===== config.mk =====
export PLATFORM = sky130hd
export DESIGN_NAME = wiper_ctrl
export DESIGN_NICKNAME = d
export VERILOG_FILES = /design/src/rtl/wiper_pkg.sv /design/src/rtl/wiper_rst_sync.sv /design/src/rtl/wiper_input_front.sv /design/src/rtl/wiper_pos_counter.sv /design/src/rtl/wiper_tap_decoder.sv /design/src/rtl/wiper_store_ctrl.sv /design/src/rtl/wiper_ctrl.sv
export SDC_FILE = /design/constraint.sdc
export NUM_CORES = 1
export LEC_CHECK = 0
export CAP_MARGIN = 0
export CORE_ASPECT_RATIO = 1.1
export CORE_MARGIN = 4
export CORE_UTILIZATION = 25
export CTS_CLUSTER_DIAMETER = 60
export DETAILED_ROUTE_END_ITERATION = 6
export GPL_ROUTABILITY_DRIVEN = 1
export MAX_ROUTING_LAYER = met4
export PLACE_DENSITY = 0.55
export SLEW_MARGIN = 40
export SYNTH_ARGS = -nofsm -noshare
export SYNTH_HDL_FRONTEND = slang
export SYNTH_SLANG_ARGS = --single-unit

===== constraint.sdc =====
create_clock -name clk -period 1.7 [get_ports clk]
set_input_delay 0.34 -clock clk [delete_from_list [all_inputs] [get_ports clk]]
set_output_delay 0.34 -clock clk [all_outputs]
set_load 0.1 [all_outputs]

===== src/rtl/wiper_pkg.sv =====
package wiper_pkg;

  // State of the store sequencer
  typedef enum logic {
    SAVE_IDLE = 1'b0,
    SAVE_BUSY = 1'b1
  } save_state_e;

  // Saturating one-step move of an unsigned position
  function automatic logic [15:0] sat_step(input logic [15:0] cur,
                                           input logic        up,
                                           input logic [15:0] max_val);
    logic [15:0] res;
    if (up) res = (cur == max_val) ? cur : cur + 16'd1;
    else    res = (cur == 16'd0)   ? cur : cur - 16'd1;
    return res;
  endfunction

endpackage


===== src/rtl/wiper_rst_sync.sv =====
module wiper_rst_sync (
  input  logic clk,
  input  logic arst_n,
  output logic srst_n
);
  logic stage1_q;
  logic stage2_q;

  always_ff @(posedge clk or negedge arst_n) begin
    if (!arst_n) begin
      stage1_q <= 1'b0;
      stage2_q <= 1'b0;
    end else begin
      stage1_q <= 1'b1;
      stage2_q <= stage1_q;
    end
  end

  assign srst_n = stage2_q;
endmodule


===== src/rtl/wiper_input_front.sv =====
module wiper_input_front #(
  parameter int SYNC_STAGES = 2
) (
  input  logic clk,
  input  logic srst_n,
  input  logic cs_n,
  input  logic up_dn,
  input  logic inc,
  output logic sel_n_lvl,
  output logic up_lvl,
  output logic inc_lvl,
  output logic inc_fall,
  output logic sel_rise
);
  localparam int NSIG = 3;
  // idle levels: deselected, direction down, strobe high
  localparam logic [NSIG-1:0] IDLE_LVL = 3'b101;

  logic [NSIG-1:0] raw;
  logic [NSIG-1:0] stage_q [SYNC_STAGES];
  logic [NSIG-1:0] stage_d [SYNC_STAGES];
  logic [NSIG-1:0] synced;
  logic [NSIG-1:0] prev_q;
  logic [NSIG-1:0] prev_d;

  assign raw = {cs_n, up_dn, inc};

  // synchronizer chain, depth set by parameter
  for (genvar s = 0; s < SYNC_STAGES; s++) begin : g_stage
    if (s == 0) begin : g_first
      assign stage_d[s] = raw;
    end else begin : g_next
      assign stage_d[s] = stage_q[s-1];
    end

    always_ff @(posedge clk or negedge srst_n) begin
      if (!srst_n) stage_q[s] <= IDLE_LVL;
      else         stage_q[s] <= stage_d[s];
    end
  end

  assign synced = stage_q[SYNC_STAGES-1];
  assign prev_d = synced;

  always_ff @(posedge clk or negedge srst_n) begin
    if (!srst_n) prev_q <= IDLE_LVL;
    else         prev_q <= prev_d;
  end

  assign sel_n_lvl = synced[2];
  assign up_lvl    = synced[1];
  assign inc_lvl   = synced[0];
  assign inc_fall  = prev_q[0] & ~synced[0];
  assign sel_rise  = ~prev_q[2] & synced[2];
endmodule


===== src/rtl/wiper_pos_counter.sv =====
module wiper_pos_counter
  import wiper_pkg::*;
#(
  parameter int POS_W = 5
) (
  input  logic             clk,
  input  logic             srst_n,
  input  logic             step_req,
  input  logic             step_up,
  input  logic [POS_W-1:0] recall_val,
  output logic [POS_W-1:0] pos
);
  localparam logic [15:0] POS_MAX = 16'((1 << POS_W) - 1);

  logic             recall_q;
  logic             recall_d;
  logic [POS_W-1:0] pos_q;
  logic [POS_W-1:0] pos_d;
  logic             pos_en;

  // next-state
  always_comb begin
    recall_d = 1'b0;
    pos_en   = recall_q | step_req;
    pos_d    = pos_q;
    if (recall_q) begin
      pos_d = recall_val;
    end else if (step_req) begin
      pos_d = POS_W'(sat_step(16'(pos_q), step_up, POS_MAX));
    end
  end

  // registers
  always_ff @(posedge clk or negedge srst_n) begin
    if (!srst_n) begin
      recall_q <= 1'b1;
      pos_q    <= '0;
    end else begin
      recall_q <= recall_d;
      if (pos_en) pos_q <= pos_d;
    end
  end

  assign pos = pos_q;
endmodule


===== src/rtl/wiper_tap_decoder.sv =====
module wiper_tap_decoder #(
  parameter int POS_W = 5,
  localparam int NTAP = 1 << POS_W
) (
  input  logic [POS_W-1:0] pos,
  output logic [NTAP-1:0]  tap_sel
);
  for (genvar t = 0; t < NTAP; t++) begin : g_tap
    assign tap_sel[t] = (pos == POS_W'(t));
  end
endmodule


===== src/rtl/wiper_store_ctrl.sv =====
module wiper_store_ctrl
  import wiper_pkg::*;
#(
  parameter int POS_W     = 5,
  parameter int STORE_CYC = 500000,
  parameter int INIT_POS  = 16
) (
  input  logic             clk,
  input  logic             srst_n,
  input  logic             cold_srst_n,
  input  logic             save_req,
  input  logic [POS_W-1:0] pos,
  output logic             busy,
  output logic [POS_W-1:0] nv_pos
);
  localparam int CNT_W = (STORE_CYC > 1) ? $clog2(STORE_CYC) : 1;
  localparam logic [CNT_W-1:0] CNT_LAST = CNT_W'(STORE_CYC - 1);

  save_state_e      state_q, state_d;
  logic [CNT_W-1:0] cnt_q, cnt_d;
  logic             cnt_en;
  logic [POS_W-1:0] nv_q, nv_d;
  logic             nv_en;

  // next-state
  always_comb begin
    state_d = state_q;
    cnt_d   = cnt_q;
    cnt_en  = 1'b0;
    nv_en   = 1'b0;
    nv_d    = pos;
    unique case (state_q)
      SAVE_IDLE: begin
        if (save_req) begin
          state_d = SAVE_BUSY;
          cnt_d   = '0;
          cnt_en  = 1'b1;
          nv_en   = 1'b1;
        end
      end
      SAVE_BUSY: begin
        cnt_en = 1'b1;
        if (cnt_q == CNT_LAST) begin
          state_d = SAVE_IDLE;
          cnt_d   = '0;
        end else begin
          cnt_d = cnt_q + CNT_W'(1);
        end
      end
      default: state_d = SAVE_IDLE;
    endcase
  end

  // sequencer registers (warm domain)
  always_ff @(posedge clk or negedge srst_n) begin
    if (!srst_n) begin
      state_q <= SAVE_IDLE;
      cnt_q   <= '0;
    end else begin
      state_q <= state_d;
      if (cnt_en) cnt_q <= cnt_d;
    end
  end

  // stored position (cold domain only)
  always_ff @(posedge clk or negedge cold_srst_n) begin
    if (!cold_srst_n) nv_q <= POS_W'(INIT_POS);
    else if (nv_en)   nv_q <= nv_d;
  end

  assign busy   = (state_q == SAVE_BUSY);
  assign nv_pos = nv_q;
endmodule


===== src/rtl/wiper_ctrl.sv =====
module wiper_ctrl #(
  parameter int POS_W     = 5,
  parameter int STORE_CYC = 500000,
  parameter int INIT_POS  = 16,
  localparam int NTAP     = 1 << POS_W
) (
  input  logic             clk,
  input  logic             por_n,
  input  logic             rst_n,
  input  logic             cs_n,
  input  logic             up_dn,
  input  logic             inc,
  output logic [POS_W-1:0] pos,
  output logic [NTAP-1:0]  tap_sel,
  output logic             busy
);
  logic warm_arst_n;
  logic sys_srst_n;
  logic cold_srst_n;
  logic sel_n_lvl, up_lvl, inc_lvl, inc_fall, sel_rise;
  logic step_req, save_req;
  logic [POS_W-1:0] nv_pos;

  assign warm_arst_n = rst_n & por_n;

  wiper_rst_sync u_rst_warm (.clk(clk), .arst_n(warm_arst_n), .srst_n(sys_srst_n));
  wiper_rst_sync u_rst_cold (.clk(clk), .arst_n(por_n),       .srst_n(cold_srst_n));

  wiper_input_front #(.SYNC_STAGES(2)) u_front (
    .clk(clk), .srst_n(sys_srst_n),
    .cs_n(cs_n), .up_dn(up_dn), .inc(inc),
    .sel_n_lvl(sel_n_lvl), .up_lvl(up_lvl), .inc_lvl(inc_lvl),
    .inc_fall(inc_fall), .sel_rise(sel_rise)
  );

  assign step_req = inc_fall & ~sel_n_lvl & ~busy;
  assign save_req = sel_rise & inc_lvl;

  wiper_pos_counter #(.POS_W(POS_W)) u_cnt (
    .clk(clk), .srst_n(sys_srst_n),
    .step_req(step_req), .step_up(up_lvl),
    .recall_val(nv_pos), .pos(pos)
  );

  wiper_tap_decoder #(.POS_W(POS_W)) u_dec (.pos(pos), .tap_sel(tap_sel));

  wiper_store_ctrl #(.POS_W(POS_W), .STORE_CYC(STORE_CYC), .INIT_POS(INIT_POS)) u_store (
    .clk(clk), .srst_n(sys_srst_n), .cold_srst_n(cold_srst_n),
    .save_req(save_req), .pos(pos), .busy(busy), .nv_pos(nv_pos)
  );
endmodule


* After elaboration in Yosys (flattened, before gate mapping)
Cells that the tools add are included.
** Word-level totals
- Register bits :: 44
- Bits of input ports :: 6
- Output and inout bits :: 38
- Word-level logic and storage cells :: 78
** Operators by class
- Add/subtract/negate cells :: 3
- Equal/unequal tests :: 35
- Mux-type cells :: 13
- Bitwise gates (word level) :: 11
- Reductions and logical operators :: 4
** Operators by type and width (number)
- 5-bit equality test (second input constant) :: 16
- 5-bit by 4-bit equality test with 1-bit output (second input constant) :: 8
- 19-bit 2-to-1 mux :: 2
- 19-bit case mux with 2 select lines :: 1
- 5-bit 2-to-1 mux :: 5
- 5-bit by 3-bit equality test with 1-bit output (second input constant) :: 4
- 19-bit by 1-bit adder with 19-bit output (second input constant) :: 1
- 19-bit equality test (second input constant) :: 1
- 5-bit by 2-bit equality test with 1-bit output (second input constant) :: 2
- 1-bit AND :: 6
- 5-bit by 1-bit adder with 5-bit output (second input constant) :: 1
- 5-bit by 1-bit equality test with 1-bit output (second input constant) :: 1
- 5-bit zero test :: 1
- 5-bit by 1-bit subtractor with 5-bit output (second input constant) :: 1
- 1-bit inverter :: 4
- 1-bit case mux with 2 select lines :: 2
- 4-bit AND reduction :: 1
- 1-bit 2-to-1 mux :: 3
- 3-bit by 1-bit != test with 1-bit output (second input constant) :: 1
- 3-bit by 2-bit != test with 1-bit output (second input constant) :: 1
- 2-bit != test (second input constant) :: 1
- 2-bit AND reduction :: 1
- 2-bit nonzero test :: 1
- 1-bit bitwise OR :: 1

* Logic depth before layout (Yosys ltp)
Gate-level depths: netlist (run 1).
- Depth in word-level cells :: 6
- Depth in mapped cells :: 8

* Modules after synthesis
A second synthesis (run 1) with hierarchy kept.
** Unflattened totals
- Cells, all modules :: 247
- Area total of the unflattened synthesis :: 2359.8 um^2
** Modules (own cells, without submodules)
- wiper_store_ctrl :: times used 1, cells each 134, area an instance 1316.3 um^2, seq. area each 626.9 um^2
- wiper_pos_counter :: times used 1, cells each 47, area an instance 454.2 um^2, seq. area each 151.4 um^2
- wiper_input_front :: times used 1, cells each 10, area an instance 235.2 um^2, seq. area each 207.7 um^2
- wiper_tap_decoder :: times used 1, cells each 47, area an instance 221.5 um^2, seq. area each 0.0 um^2
- wiper_rst_sync :: times used 2, cells each 3, area an instance 53.8 um^2, seq. area each 50.0 um^2
- wiper_ctrl :: times used 1, cells each 3, area an instance 25.0 um^2, seq. area each 0.0 um^2

* Worst setup path after synthesis (run 1)
OpenSTA, ideal clock, no wires.
- Path kind :: register to register
- Start :: register u_cnt.pos_q[1], in the netlist u_cnt.pos[1]
- End :: register u_cnt.pos_q[2], in the netlist u_cnt.pos[2]
- Arrival time :: 3.136 ns
- Required time :: 1.575 ns
- Slack :: -1.561 ns
- Stages on the path, launching flop included :: 9
- Buffers on the path :: 0
- Cells stage by stage :: dfrtp_1 > ha_1 > and3_1 > ha_1 > nand2_1 > o211ai_4 > nor2_2 > xor2_1 > mux2_2
** RTL lines
- from (decl) :: line wiper_pos_counter.sv:17 : logic [POS_W-1:0] pos_q;
- from (signal assigned) :: line wiper_pos_counter.sv:40 : if (pos_en) pos_q <= pos_d;
- 5-bit equality test
- net tap_sel[31] :: line wiper_ctrl.sv:14 : output logic [NTAP-1:0] tap_sel,
- 3-bit by 2-bit != test with 1-bit output (no source line)
- 4-bit AND reduction (no source line)
The timed path passes the listed nets, and every way through them passes these cells. The select of a mux whose other input is x is not followed.
A chain may end at the register's enable or synchronous reset.

* Worst setup path after layout (run 1)
- Start :: register u_cnt.pos_q[0], in the netlist u_cnt.pos[0]
- End :: output port tap_sel[0]
** On the way
- Cells in the longest elaborated chain, start to end :: 1
** RTL lines
- 5-bit zero test :: line wiper_tap_decoder.sv:9 : assign tap_sel[t] = (pos == POS_W'(t));
- to (decl) :: line wiper_ctrl.sv:14
No other way between the ends.

==> metrics, run 1 <==
Worst Path Max Fanout 2; global-route wire length before repair roughly 11 mm; clk_skew roughly 8.4 ps; TritonCTS clock tree done; Vias/cell between 4 and 5; row cnt 36; Max Root-Sink Buffers 2; CTS buffer count 5; area share of the largest cell type after synthesis 0.380; Leakage about 1.7 nW; Worst Path Required roughly 1400 ps; slack of the critical path -466 ps; TritonCTS sink count 43; antenna fix cells 0; Seq/Total Area, Yosys 0.471; I/O pin count 44; via count ~2.1k; Gate power share 0.618; Setup-failing EPs final 37; antenna violations before repair 0; status finished, violations left; Max Slew Vio Count 0; Top Family by Delay on Critical Path flip-flops; Internal about 0.0032 W; Fin. Hold Viols 0; Clock Pin Slew Worst Setup and Hold Paths roughly 80 ps; vias in the first global route around 2.1k; FMAX 462 MHz; Worst R2R End u_cnt.pos[2]$_DFFE_PN0P_; gr usage total 0.126; CP Cell Sequence inv_4, ha_4, or4b_4, buf_6, clkinvlp_4, buf_12; Chip Height ~110 um; largest net degree at the start of global routing 35; clock share of power 0.158; max incr delay on CP 490 ps; Worst Setup Start Kind register; CP Buf/Inv Count 4; Synth Flop Type dfrtp_1; CP Capture Type output pin; violated checks setup timing; Final GP Congestion roughly 0.86; fraction of layout cells with a size suffix above 1 0.580; Power Density about 1400 nW/um^2; maxcap violations 0; Arr. time, crit path around 1800 ps; CP max-delay cell dfrtp_4; DP Worst Slack -279 ps; Async S/R FF share, synth 1.00; area leader, netlist dfrtp_1; Final ANT Viol Nets 0; worst hold path type reg2async; Hold Buf Count CTS 0; Synth Cell Area around 2300 um^2; critical path type reg2out; sw frac 0.456; fin nets 350; Initial Util 0.258; Skew-Pair Late Insertion Delay 300 ps; post-detail-place hpwl 4.76 mm; Post-route DRC 0; number of detailed-route iterations in the first pass 4; DIE AREA about 11000 um^2; Avg Cell Area, Syn roughly 9.1 um^2; Post-synth EDFFs 0; register bit total from synthesis 43; H-tree depth 2; reg2reg path depth 8; RSZ-0062 raised after global routing yes; DR WL/cell between 10 and 15 um; total grt overflow 0; Period Utilization, post-route 1.27; worst-case vdd ir drop roughly 0.70 mV; WL final around 6.3 mm; Core ar. 8920 um^2; area grow syn2layout 87.7%; yosys warns 0; Switch Pwr 0.00270 W; DRT iter0 DRCs 95; Yosys cell types 47; Worst Hold Slack approximately 80 ps; Root Buffer clkbuf_8; sequential power share 0.224; shortest period the worst path allows about 2200 ps; Syn Inst Count ~250; worst r2r src u_cnt.pos[0]$_DFFE_PN0P_; I/O Buffers 43; r2r setup slk -420 ps; chip width between 90 and 100 um; largest cells by area after synthesis dfrtp_1, dfstp_2, nor2_1, nand2_1, ha_1
-- cells in the mapped netlist (6+ instances only) --
library cell	count
inv_1	10
mux2_2	7
dfrtp_1	35
nand2_1	28
ha_1	7
nor2_1	41
nand3_1	12
clkbuf_1	6
o21ai_1	15
dfstp_2	8
a21oi_1	9
-- cells by family after synthesis --
kind of cell | count (synthesis) | synth area share
and+or+nand+nor | 121 | 0.262
other | 2 | 0.00326
xor gates and xnor gates | 4 | 0.0152
muxes | 11 | 0.0516
buffers and inverters | 22 | 0.0407
AOI/OAI and AO/OA | 42 | 0.118
DFF | 43 | 0.471
adders and majority gates | 7 | 0.0380
-- registers in the layout, indices dropped and copies added, names as in the netlist --
register             flops
u_rst_warm.stage1_q      1
u_rst_cold.srst_n        1
u_cnt.pos                5
u_rst_warm.srst_n        1
u_cnt.recall_q           1
u_rst_cold.stage1_q      1
u_store.nv_pos           5
u_front.prev_q           2
u_store.busy             1
u_store.cnt_q           19
u_front.stage_d          3
u_front.prev_d           3
-- power groups by stage --
stage / clock network [W] / registers [W] / logic (W)
floorplan: 0 / 0.00173 / 0.00182
global placement: 0 / 0.00134 / 0.00320
detailed placement: 0 / 0.00134 / 0.00322
CTS: 0.000975 / 0.00133 / 0.00359
global route: 0.00102 / 0.00135 / 0.00386
finish: 0.000937 / 0.00133 / 0.00367
-- repair_timing --
| action | 4_1_cts | 5_1_grt |
|---|---|---|
| gates resized for setup | 26 | 33 |
| setup endpoints to repair | 37 | 50 |
| buffers inserted | 4 | 2 |
| pin swaps | 9 | 19 |
-- worst max-delay path by stage --
stage / from / endpoint / slack, ps / cells after the start
2_1_floorplan: u_cnt.pos[0]$_DFFE_PN0P_ / u_cnt.pos[3]$_DFFE_PN0P_ / -530 / 7
3_3_place_gp: u_cnt.pos[1]$_DFFE_PN0P_ / u_cnt.pos[3]$_DFFE_PN0P_ / -260 / 7
3_5_place_dp: u_cnt.pos[1]$_DFFE_PN0P_ / u_cnt.pos[3]$_DFFE_PN0P_ / -280 / 7
4_1_cts: u_cnt.pos[1]$_DFFE_PN0P_ / tap_sel[0] / -460 / 6
5_1_grt: u_cnt.pos[1]$_DFFE_PN0P_ / tap_sel[0] / -510 / 6
6_report: u_cnt.pos[0]$_DFFE_PN0P_ / tap_sel[0] / -470 / 6
-- layout make-up --
cell class              instances  area (um^2)
multi-input cells             188         1680
fillers                       788         4590
repair buffers                 89         1210
inverters                      10         48.8
well taps                     114          143
clock inverters                 2         60.1
clock buffers                   6         72.6
flip-flops and latches         43         1110
-- per-layer routing --
metal	up-vias	global-route usage	part of all wire
met5	-	-	0
met4	0	0.0390	0.0078
met3	7	0.0179	0.042
met2	55	0.214	0.52
met1	1026	0.155	0.43
li1	1032	-	-
-- through the flow --
| stage | area, um^2 | total power (W) | setup TNS (ps) | utilization | instances |
|---|---|---|---|---|---|
| global route | 4320 | 0.00624 | -12000 | 0.485 | 452 |
| global placement | 3890 | 0.00454 | -1910 | 0.436 | 438 |
| floorplan | 2770 | 0.00355 | -10720 | - | 253 |
| CTS | 4190 | 0.00589 | -9820 | 0.469 | 450 |
| detailed placement | 3890 | 0.00456 | -2100 | 0.436 | 438 |
| finish | 4320 | 0.00593 | -9580 | 0.485 | 452 |
-- layout by cell type, fill, tap and decap left out, types with 8 or more instances in the layout --
cell     count
buf_6       12
nand2_1     18
dfstp_2      8
dfrtp_1     29
o21ai_1     10
nor2_4      30
nor2_1      10
nand3_1     11
buf_4       33
buf_12      39
(Power assumes the default switching activity.)
==> run 2, diff against run 1 <==
CAP_MARGIN = 20   (was 0)
==> results of run 2 <==
Final layout, timing and power as in run 1 (identical DEF).
==> run 3, diff against run 2 <==
CORE_UTILIZATION = 47   (was 25)
GPL_ROUTABILITY_DRIVEN = 0   (was 1)
PLACE_DENSITY = 0.85   (was 0.55)
SKIP_LAST_GASP = 1   (was not set)
==> metrics, run 3 (same netlist as run 1, synthesis figures left out) <==
status finished, violations left; violated checks setup timing; Most flops, register u_store.cnt_q; CTS buffer count 5 (unchanged); Power Density 1450 nW/um^2 (+5.5%); gr usage total 0.334 (+0.209); Root Buffer clkbuf_8; CP Capture Type output pin; DP Worst Slack -325 ps (-45.9 ps); antenna fix cells 0 (unchanged); Worst Hold Slack 86.3 ps (+4.84 ps); area grow syn2layout 84.8%; Setup-failing EPs final 49 (+32%); Core ar. 4680 um^2 (-47%); largest net degree at the start of global routing 35 (unchanged); Skew-Pair Late Insertion Delay 320 ps (+20 ps); TritonCTS clock tree done; reg2reg path depth 8 (unchanged); Fin. Hold Viols 0 (unchanged); shortest period the worst path allows 2300 ps (+132 ps); fin nets 351 (+0.29%); commonest non-fill, non-tap cells in the layout buf_12, buf_4, nor2_4; TritonCTS sink count 43 (unchanged); I/O Buffers 43 (unchanged); Inst Count DP 369 (-16%); Worst R2R End u_cnt.pos[2]$_DFFE_PN0P_; Hold Buf Count CTS 0 (unchanged); Fin Setup TNS -14250 ps (-4670 ps); CP max-delay cell dfrtp_4; worst-case vdd ir drop 1.28 mV (+84%); Chip Height 81.4 um (-25%); Worst Path Max Fanout 2 (unchanged); number of detailed-route iterations in the first pass 6 (+2); critical path type reg2out; Worst Setup Start Kind register; Post-route DRC 0 (unchanged); fillcell total 155 (-80%); Arr. time, crit path 1960 ps (+130 ps); RSZ-0062 raised after global routing yes; via count 2677 (+26%); chip width 74.8 um (-25%); most common cell after layout, fill and taps aside buf_12; Worst Path Required 1360 ps (about the same); total grt overflow 0 (unchanged); DR WL/cell 27.0 um (+94%); Post-DP Area 3730 um^2 (-4.0%); post-route cell area 4260 um^2 (-1.5%); global-route wire length before repair 14.4 mm (+36%); maxcap violations 0 (unchanged); max incr delay on CP 520 ps (+30 ps); r2r setup slk -590 ps (-170 ps); clk_skew 12.8 ps (+4.40 ps); Layout Cells excl Fill 395 (-13%); GR Util met2 0.539 (+0.325); Initial Util 0.492 (+0.233); met3 global-route usage 0.0710 (+0.0531); Final ANT Viol Nets 0 (unchanged); worst r2r src u_cnt.pos[0]$_DFFE_PN0P_; DIE AREA 6090 um^2 (-44%); FMAX 435 MHz (-5.7%); DRT iter0 DRCs 236 (+150%); Vias/cell 6.78 (+44%); Max Root-Sink Buffers 2 (unchanged); fraction of layout cells with a size suffix above 1 0.596 (+0.0160); H-tree depth 2 (unchanged); vias in the first global route 2526 (+18%); Top Usage Layer GRT met2; Period Utilization, post-route 1.35 (+0.0776); row cnt 26 (-28%); Max Slew Vio Count 0 (unchanged); WL final 10.7 mm (+70%); Clock Pin Slew Worst Setup and Hold Paths 90 ps (about the same); I/O pin count 44 (unchanged); Leakage 1.69 nW (-1.1%); CP Cell Sequence inv_4, ha_4, or4b_4, buf_6, clkinvlp_4, buf_12; post-detail-place hpwl 5.49 mm (+15%); number of flip-flops in the largest register 19 (unchanged); antenna violations before repair 0 (unchanged); worst hold path type reg2async; slack of the critical path -598 ps (-132 ps); met1 GRT Util 0.405 (+0.250)
-- run 3: power breakdown --
group / total, W / internal [W] / switching [W]
Combinational: 0.00408 / 0.00152 / 0.00256
Sequential: 0.00138 / 0.00121 / 0.000177
Clock: 0.000703 / 0.000294 / 0.000409
-- run 3: cell type report --
type / count / area, um^2 / area share
clock buffer: 5 / 68.8 / 0.0162
multi-input combinational: 189 / 1720 / 0.404
tap: 56 / 70.1 / 0.0165
timing repair buffer: 89 / 1210 / 0.285
clock inverter: 3 / 23.8 / 0.00558
sequential: 43 / 1110 / 0.260
inverter: 10 / 51.3 / 0.0120
-- run 3: through the flow --
step	total power [W]	util
3_3_place_gp	0.00445	0.797
2_1_floorplan	0.00355	-
6_report	0.00617	0.909
5_1_grt	0.00633	0.909
4_1_cts	0.00577	0.868
3_5_place_dp	0.00460	0.797
-- run 3: critical path: cells and delay by family, from the launching register on --
kind | cells | cell delay (ps)
flip-flops | 1 | 520
AND/OR/NAND/NOR | 1 | 470
buffers and inverters | 4 | 510
adder cells (fa/ha/maj) | 1 | 140
-- run 3: routing by layer --
metal / vias to the layer above / share of wire
met4: 0 / 0.065
met3: 78 / 0.13
met2: 278 / 0.46
met5: - / 0
li1: 1041 / -
met1: 1280 / 0.34
-- run 3: how the worst max path moves through the flow --
stage | start | slack (ps) | end
floorplan | u_cnt.pos[0]$_DFFE_PN0P_ | -530 | u_cnt.pos[3]$_DFFE_PN0P_
global placement | u_cnt.pos[1]$_DFFE_PN0P_ | -250 | u_cnt.pos[2]$_DFFE_PN0P_
detailed placement | u_cnt.pos[1]$_DFFE_PN0P_ | -320 | u_cnt.pos[3]$_DFFE_PN0P_
CTS | u_cnt.pos[1]$_DFFE_PN0P_ | -480 | tap_sel[0]
global route | u_cnt.pos[0]$_DFFE_PN0P_ | -630 | tap_sel[0]
finish | u_cnt.pos[0]$_DFFE_PN0P_ | -600 | tap_sel[0]
-- run 3: repair_timing --
item                                    CTS  global route
gates cloned                              0             1
buffers inserted                         10            11
pin swaps                                15            20
endpoints found under the setup margin   42            52
resized for setup                        33            33
